<file path="config.mk">
export PLATFORM = sky130hd
export DESIGN_NAME = lin_hdr_rx
export DESIGN_NICKNAME = d
export VERILOG_FILES = /design/src/rtl/lin_hdr_rx.sv
export SDC_FILE = /design/constraint.sdc
export NUM_CORES = 1
export LEC_CHECK = 0
export ABC_AREA = 1
export CAP_MARGIN = 25
export CELL_PAD_IN_SITES_DETAIL_PLACEMENT = 1
export CELL_PAD_IN_SITES_GLOBAL_PLACEMENT = 2
export CORE_MARGIN = 2
export CORE_UTILIZATION = 39
export CTS_CLUSTER_SIZE = 24
export DETAILED_ROUTE_END_ITERATION = 10
export DONT_BUFFER_PORTS = 1
export GPL_TIMING_DRIVEN = 0
export HOLD_SLACK_MARGIN = 0.08
export PLACE_DENSITY = 0.92
export SETUP_SLACK_MARGIN = 0.3
export SLEW_MARGIN = 20
export SYNTH_ARGS = -nofsm -noshare
export SYNTH_HDL_FRONTEND = slang
export SYNTH_SLANG_ARGS = --single-unit
</file>
<file path="constraint.sdc">
create_clock -name clk -period 9.2 [get_ports clk]
set_input_delay 0 -clock clk [delete_from_list [all_inputs] [get_ports clk]]
set_output_delay 0 -clock clk [all_outputs]
set_load 0.02 [all_outputs]
</file>
<file path="src/rtl/lin_hdr_rx.sv">
module lin_hdr_rx #(
  parameter int DW = 12
) (
  input  logic          clk,
  input  logic          rst_n,
  input  logic          en,
  input  logic          rx,
  input  logic [DW-1:0] div_in,
  input  logic          autosync,
  input  logic          mute,
  output logic          hdr_valid,
  output logic [5:0]    hdr_id,
  output logic [5:0]    err,
  output logic          resp_pass,
  output logic [DW-1:0] div_out
);
  localparam int TW = DW + 6;
  localparam int XW = TW + 6;
  localparam int BRK_BITS = 11;
  localparam int TO_BITS  = 48;

  typedef enum logic [2:0] {S_IDLE, S_BRK, S_DEL, S_SYNC, S_BYTE, S_WAIT, S_HOLD} st_t;
  st_t st;

  logic          rx_q, is_pid;
  logic [TW-1:0] lowcnt, ttim, mcnt, icnt;
  logic [DW-1:0] hcnt, tcnt, div_act;
  logic [2:0]    ecnt;
  logic [3:0]    bcnt;
  logic [7:0]    sh;

  logic          fall, brk_hit, dev, par_ok;
  logic [TW-1:0] brk_lim, to_lim, ilo, ihi, meas, m8, diff, dact_w;
  logic [DW-1:0] pb_new;

  assign fall    = rx_q & ~rx;
  assign brk_lim = TW'(div_in) * TW'(BRK_BITS);
  assign to_lim  = TW'(div_in) * TW'(TO_BITS);
  assign brk_hit = ~rx && (lowcnt == brk_lim - TW'(1));
  assign ilo     = (TW'(div_in) * TW'(3)) >> 1;
  assign ihi     = (TW'(div_in) * TW'(5)) >> 1;
  assign meas    = mcnt + TW'(1);
  assign m8      = meas >> 3;
  assign dact_w  = TW'(div_act);
  assign diff    = (m8 >= dact_w) ? m8 - dact_w : dact_w - m8;
  assign dev     = (XW'(diff) * XW'(50)) > (XW'(div_act) * XW'(7));
  assign pb_new  = autosync ? m8[DW-1:0] : div_act;
  assign par_ok  = (sh[6] == (sh[0] ^ sh[1] ^ sh[2] ^ sh[4])) &&
                   (sh[7] == ~(sh[1] ^ sh[3] ^ sh[4] ^ sh[5]));
  assign div_out = div_act;

  always_ff @(posedge clk or negedge rst_n) begin
    if (!rst_n) begin
      st <= S_IDLE; rx_q <= 1'b1; is_pid <= 1'b0;
      lowcnt <= '0; ttim <= '0; mcnt <= '0; icnt <= '0;
      hcnt <= '0; tcnt <= '0; div_act <= '0;
      ecnt <= '0; bcnt <= '0; sh <= '0;
      hdr_valid <= 1'b0; hdr_id <= '0; err <= '0; resp_pass <= 1'b0;
    end else if (!en) begin
      st <= S_IDLE; rx_q <= 1'b1; lowcnt <= '0; ttim <= '0;
      hdr_valid <= 1'b0; err <= '0; resp_pass <= 1'b0;
    end else begin
      rx_q      <= rx;
      hdr_valid <= 1'b0;
      err       <= '0;
      if (rx) lowcnt <= '0;
      else if (lowcnt != brk_lim) lowcnt <= lowcnt + TW'(1);

      if (brk_hit) begin
        st <= S_BRK; ttim <= brk_lim; div_act <= div_in; resp_pass <= 1'b0;
      end else if (st != S_IDLE && ttim >= to_lim) begin
        err[5] <= 1'b1; st <= S_IDLE;
      end else begin
        if (st != S_IDLE) ttim <= ttim + TW'(1);
        case (st)
          S_BRK: if (rx) begin st <= S_DEL; hcnt <= DW'(1); end
          S_DEL: begin
            if (!rx) begin
              if (hcnt < div_in) begin err[0] <= 1'b1; st <= S_IDLE; end
              else begin st <= S_SYNC; mcnt <= '0; icnt <= '0; ecnt <= 3'd1; end
            end else if (hcnt != '1) hcnt <= hcnt + DW'(1);
          end
          S_SYNC: begin
            mcnt <= mcnt + TW'(1);
            if (fall) begin
              if (icnt + TW'(1) < ilo) begin err[1] <= 1'b1; st <= S_IDLE; end
              else if (ecnt == 3'd4) begin
                if (autosync && dev) begin err[4] <= 1'b1; st <= S_IDLE; end
                else begin
                  div_act <= pb_new; st <= S_BYTE; is_pid <= 1'b0;
                  bcnt <= 4'd8; tcnt <= (pb_new >> 1) - DW'(1);
                end
              end else begin ecnt <= ecnt + 3'd1; icnt <= '0; end
            end else if (rx && (icnt + TW'(1) > ihi)) begin
              err[1] <= 1'b1; st <= S_IDLE;
            end else if (icnt != '1) icnt <= icnt + TW'(1);
          end
          S_WAIT: if (fall) begin
            st <= S_BYTE; bcnt <= 4'd0; tcnt <= (div_act >> 1) - DW'(1);
          end
          S_BYTE: begin
            if (tcnt != '0) tcnt <= tcnt - DW'(1);
            else begin
              tcnt <= div_act - DW'(1);
              if (bcnt == 4'd0) begin
                if (rx) st <= S_WAIT; else bcnt <= 4'd1;
              end else if (bcnt == 4'd9) begin
                if (!rx) st <= S_HOLD;
                else if (!is_pid) begin st <= S_WAIT; is_pid <= 1'b1; end
                else if (!par_ok) begin err[3] <= 1'b1; st <= S_IDLE; end
                else begin
                  hdr_valid <= 1'b1; hdr_id <= sh[5:0];
                  resp_pass <= ~mute; st <= S_IDLE;
                end
              end else if (is_pid) begin
                sh <= {rx, sh[7:1]}; bcnt <= bcnt + 4'd1;
              end else begin
                if (rx) begin err[1] <= 1'b1; st <= S_IDLE; end
                else bcnt <= 4'd9;
              end
            end
          end
          S_HOLD: if (rx) begin err[2] <= 1'b1; st <= S_IDLE; end
          default: ;
        endcase
      end
    end
  end
endmodule

</file>
==> out/results.ini <==
[status]
status=complete, no violations

[clocking]
clock_sinks=142
cts_tree=built
cts_made_buffers=17
cts_root_buf=clkbuf_16
clk-insertion-delay-late_ns=0.45
h-tree-depth=4
clockBufferDepth=2
clk_pin_slew_ns=0.08

[place]
dp_hpwl_mm=44.3
place_congestion=0.897
dp_cells=2876
port_buffers=0

[logic_synthesis]
synth_edf_count=0
yosys_warnings=0
synth.avg_cell_area_um2=7.12
syn_inst=2337
syn-num-nets=2601
yosysTopAreaCellShare_pct=21.2
synth_flop_cell=dfrtp_1
ys_ff_latch=142
ys_top_cells_by_area=dfrtp_1, ha_1, nand2_1
syn_area_mm2=0.0166
synth_cell_type_count=63
ys_seq_area_share_pct=21.4
async_flop_share_pct=100
yosysTopAreaCell=dfrtp_1

[die]
start_util_pct=39.6
ios=44
die_h_um=211
rows=75
core-area_mm2=0.0420
die_w_um=211
dieArea_mm2=0.0443

[worst_setup_path]
worst_setup_path_end_kind=flip-flop
cp_data_arrival_time_ns=8.59
cp_max_fo=10
critPathBufInv=8
slowest_delay_ns=0.52
critPathKind=reg -> reg
cp_slowest_cell=fa_1
cp-start-kind=flip-flop
critPathTopFamily=simple AND/OR/NAND/NOR gates
cpMostUsedCell=nand2_1
crit_required_ns=9.54

[finish]
mostFrequentLayoutCell=nand2_1
layout_common_cells=nand2_1, inv_1, ha_1
area_delta_synth_final_pct=9.41
fin_nets=2639
finalNonFillerCells=2927
antenna_cells=0
layout-drive-gt1-share_pct=5.78

[global_route]
antenna_found_initial=0
grt_max_degree=143
grt_pass1_wl_mm=89.6
grt.total_usage_pct=25.3
grt_pass1_vias=17200
gr-total-overflow=0

[detailed_routing]
drt_iter0_markers=823
viasPerCell=5.48
ant_nets=0
drtPass1Iterations=5
drt-total-wl_mm=55.0
wl_per_cell_um=18.8
vias=16100
drc=0

[timing]
timing_hold_violations_final=0
final.min_clock_period_ns=8.25
final.setup.tns_ns=0
post-route-period-util_pct=89.7
tightest_slew_ns=0.885
max_freq_mhz=121
rsz0062_at_grt=no
slew_headroom_pct=41.0
slew_violations=0
finalSetupViolCount=0
hold_slack_ns=0.110
fin_skew_ns=0.0202

[power_and_ir_drop]
p_leak_uw=0.00935
powerDensity_mw_per_mm2=215
ir_drop_mv=0.127

[run]
cap_viol_max_count=0

[worst_hold_path]
hp-class=in -> reg

-- final timing paths --
path                               from         end  slack [ns]  depth (start not counted)
worst max register to register  mcnt[1]  div_out[6]        0.95                         43
max in group asynchronous         rst_n  lowcnt[13]        8.25                          2
min in group asynchronous         rst_n     tcnt[1]        0.22                          2
worst min-delay path                 rx      err[3]        0.11                          3
worst max-delay path            mcnt[1]  div_out[6]        0.95                         43
worst min register to register  tcnt[8]     tcnt[8]        0.47                          2
-- Yosys cell counts, drive strengths merged (9+ instances only) --
cell and number:
ha 207, nor3 46, a21o 9, a21oi 132
nand4 62, o211ai 18, clkbuf 24, nor2 180
inv 413, fa 39, o22ai 23, a211oi 9
o21ai 158, nand2 481, o21a 15, nand3b 10
xor2 92, dfrtp 141, xnor2 36, nand3 144
buf 18, o21bai 10
-- area by class of cell --
class                           count  area (um^2)
Buffer                             42          224
Clock buffer                       22          464
Clock inverter                     10          138
Fill cell                        5442        23800
Inverter                          414         1560
Multi-Input combinational cell   1739        11400
Sequential cell                   142         3550
Tap cell                          539          674
Timing Repair Buffer               19          203
-- metrics by stage --
| step | setup WS (ns) | util, % | cell area (um^2) | total power [uW] |
|---|---|---|---|---|
| 6_report | 0.947 | 43.3 | 18200 | 3910 |
| 5_1_grt | 0.303 | 43.3 | 18200 | 4290 |
| 4_1_cts | 0.357 | 43.1 | 18100 | 3880 |
| 3_5_place_dp | 0.247 | 41.2 | 17300 | 3080 |
| 3_3_place_gp | 0.441 | 41.2 | 17300 | 3000 |
| 2_1_floorplan | 2.26 | - | 16600 | 2420 |
-- routing by layer --
metal,GRT usage (%),vias to the layer above,wire (um)
met2,43.7,264,26500
met5,0,-,0
li1,-,7760,-
met4,8.43,0,1570
met1,32.2,7955,24800
met3,4.14,74,2100
-- flip-flops by register name, summed over array words and instances, names as in the netlist, 4 cells and up --
register,flops
icnt,18
ttim,18
tcnt,12
bcnt,4
mcnt,18
err,6
sh,8
lowcnt,18
div_out,12
hdr_id,6
hcnt,12
-- worst reg2reg max path, delay by kind of cell, from the launching register on --
kind	cells	cell delay (ns)
adder cells (fa/ha/maj)	7	2.34
buffers and inverters	8	0.95
AND/OR/NAND/NOR	18	2.52
flip-flops	1	0.38
XOR/XNOR	3	0.77
AO/OA/AOI/OAI	7	1.18
-- cells by family after synthesis --
family | count (synthesis) | synth area share (%)
XOR/XNOR | 128 | 6.78
buffers and inverters | 456 | 10.7
adder cells (fa/ha/maj) | 246 | 20.3
multiplexers | 3 | 0.180
flip-flops | 142 | 21.4
AND/OR/NAND/NOR | 942 | 25.8
AO/OA/AOI/OAI | 420 | 15.0
-- what timing repair did --
item | in CTS | in global routing
hold buffers | 17 | 0
hold endpoints to repair | 176 | 0
pin swaps | 1 | 4
setup buffers | 1 | 1
resized for setup | 1 | 22
setup endpoints to repair | 23 | 31
-- where the power goes --
part	total (uW)	leakage [uW]	internal (uW)	switching, uW
clock network	745	0.000290	441	305
logic	2400	0.00711	799	1600
registers	762	0.00195	695	66.8
total	3910	0.00935	1940	1970
Power figures use the tool's default switching activity.
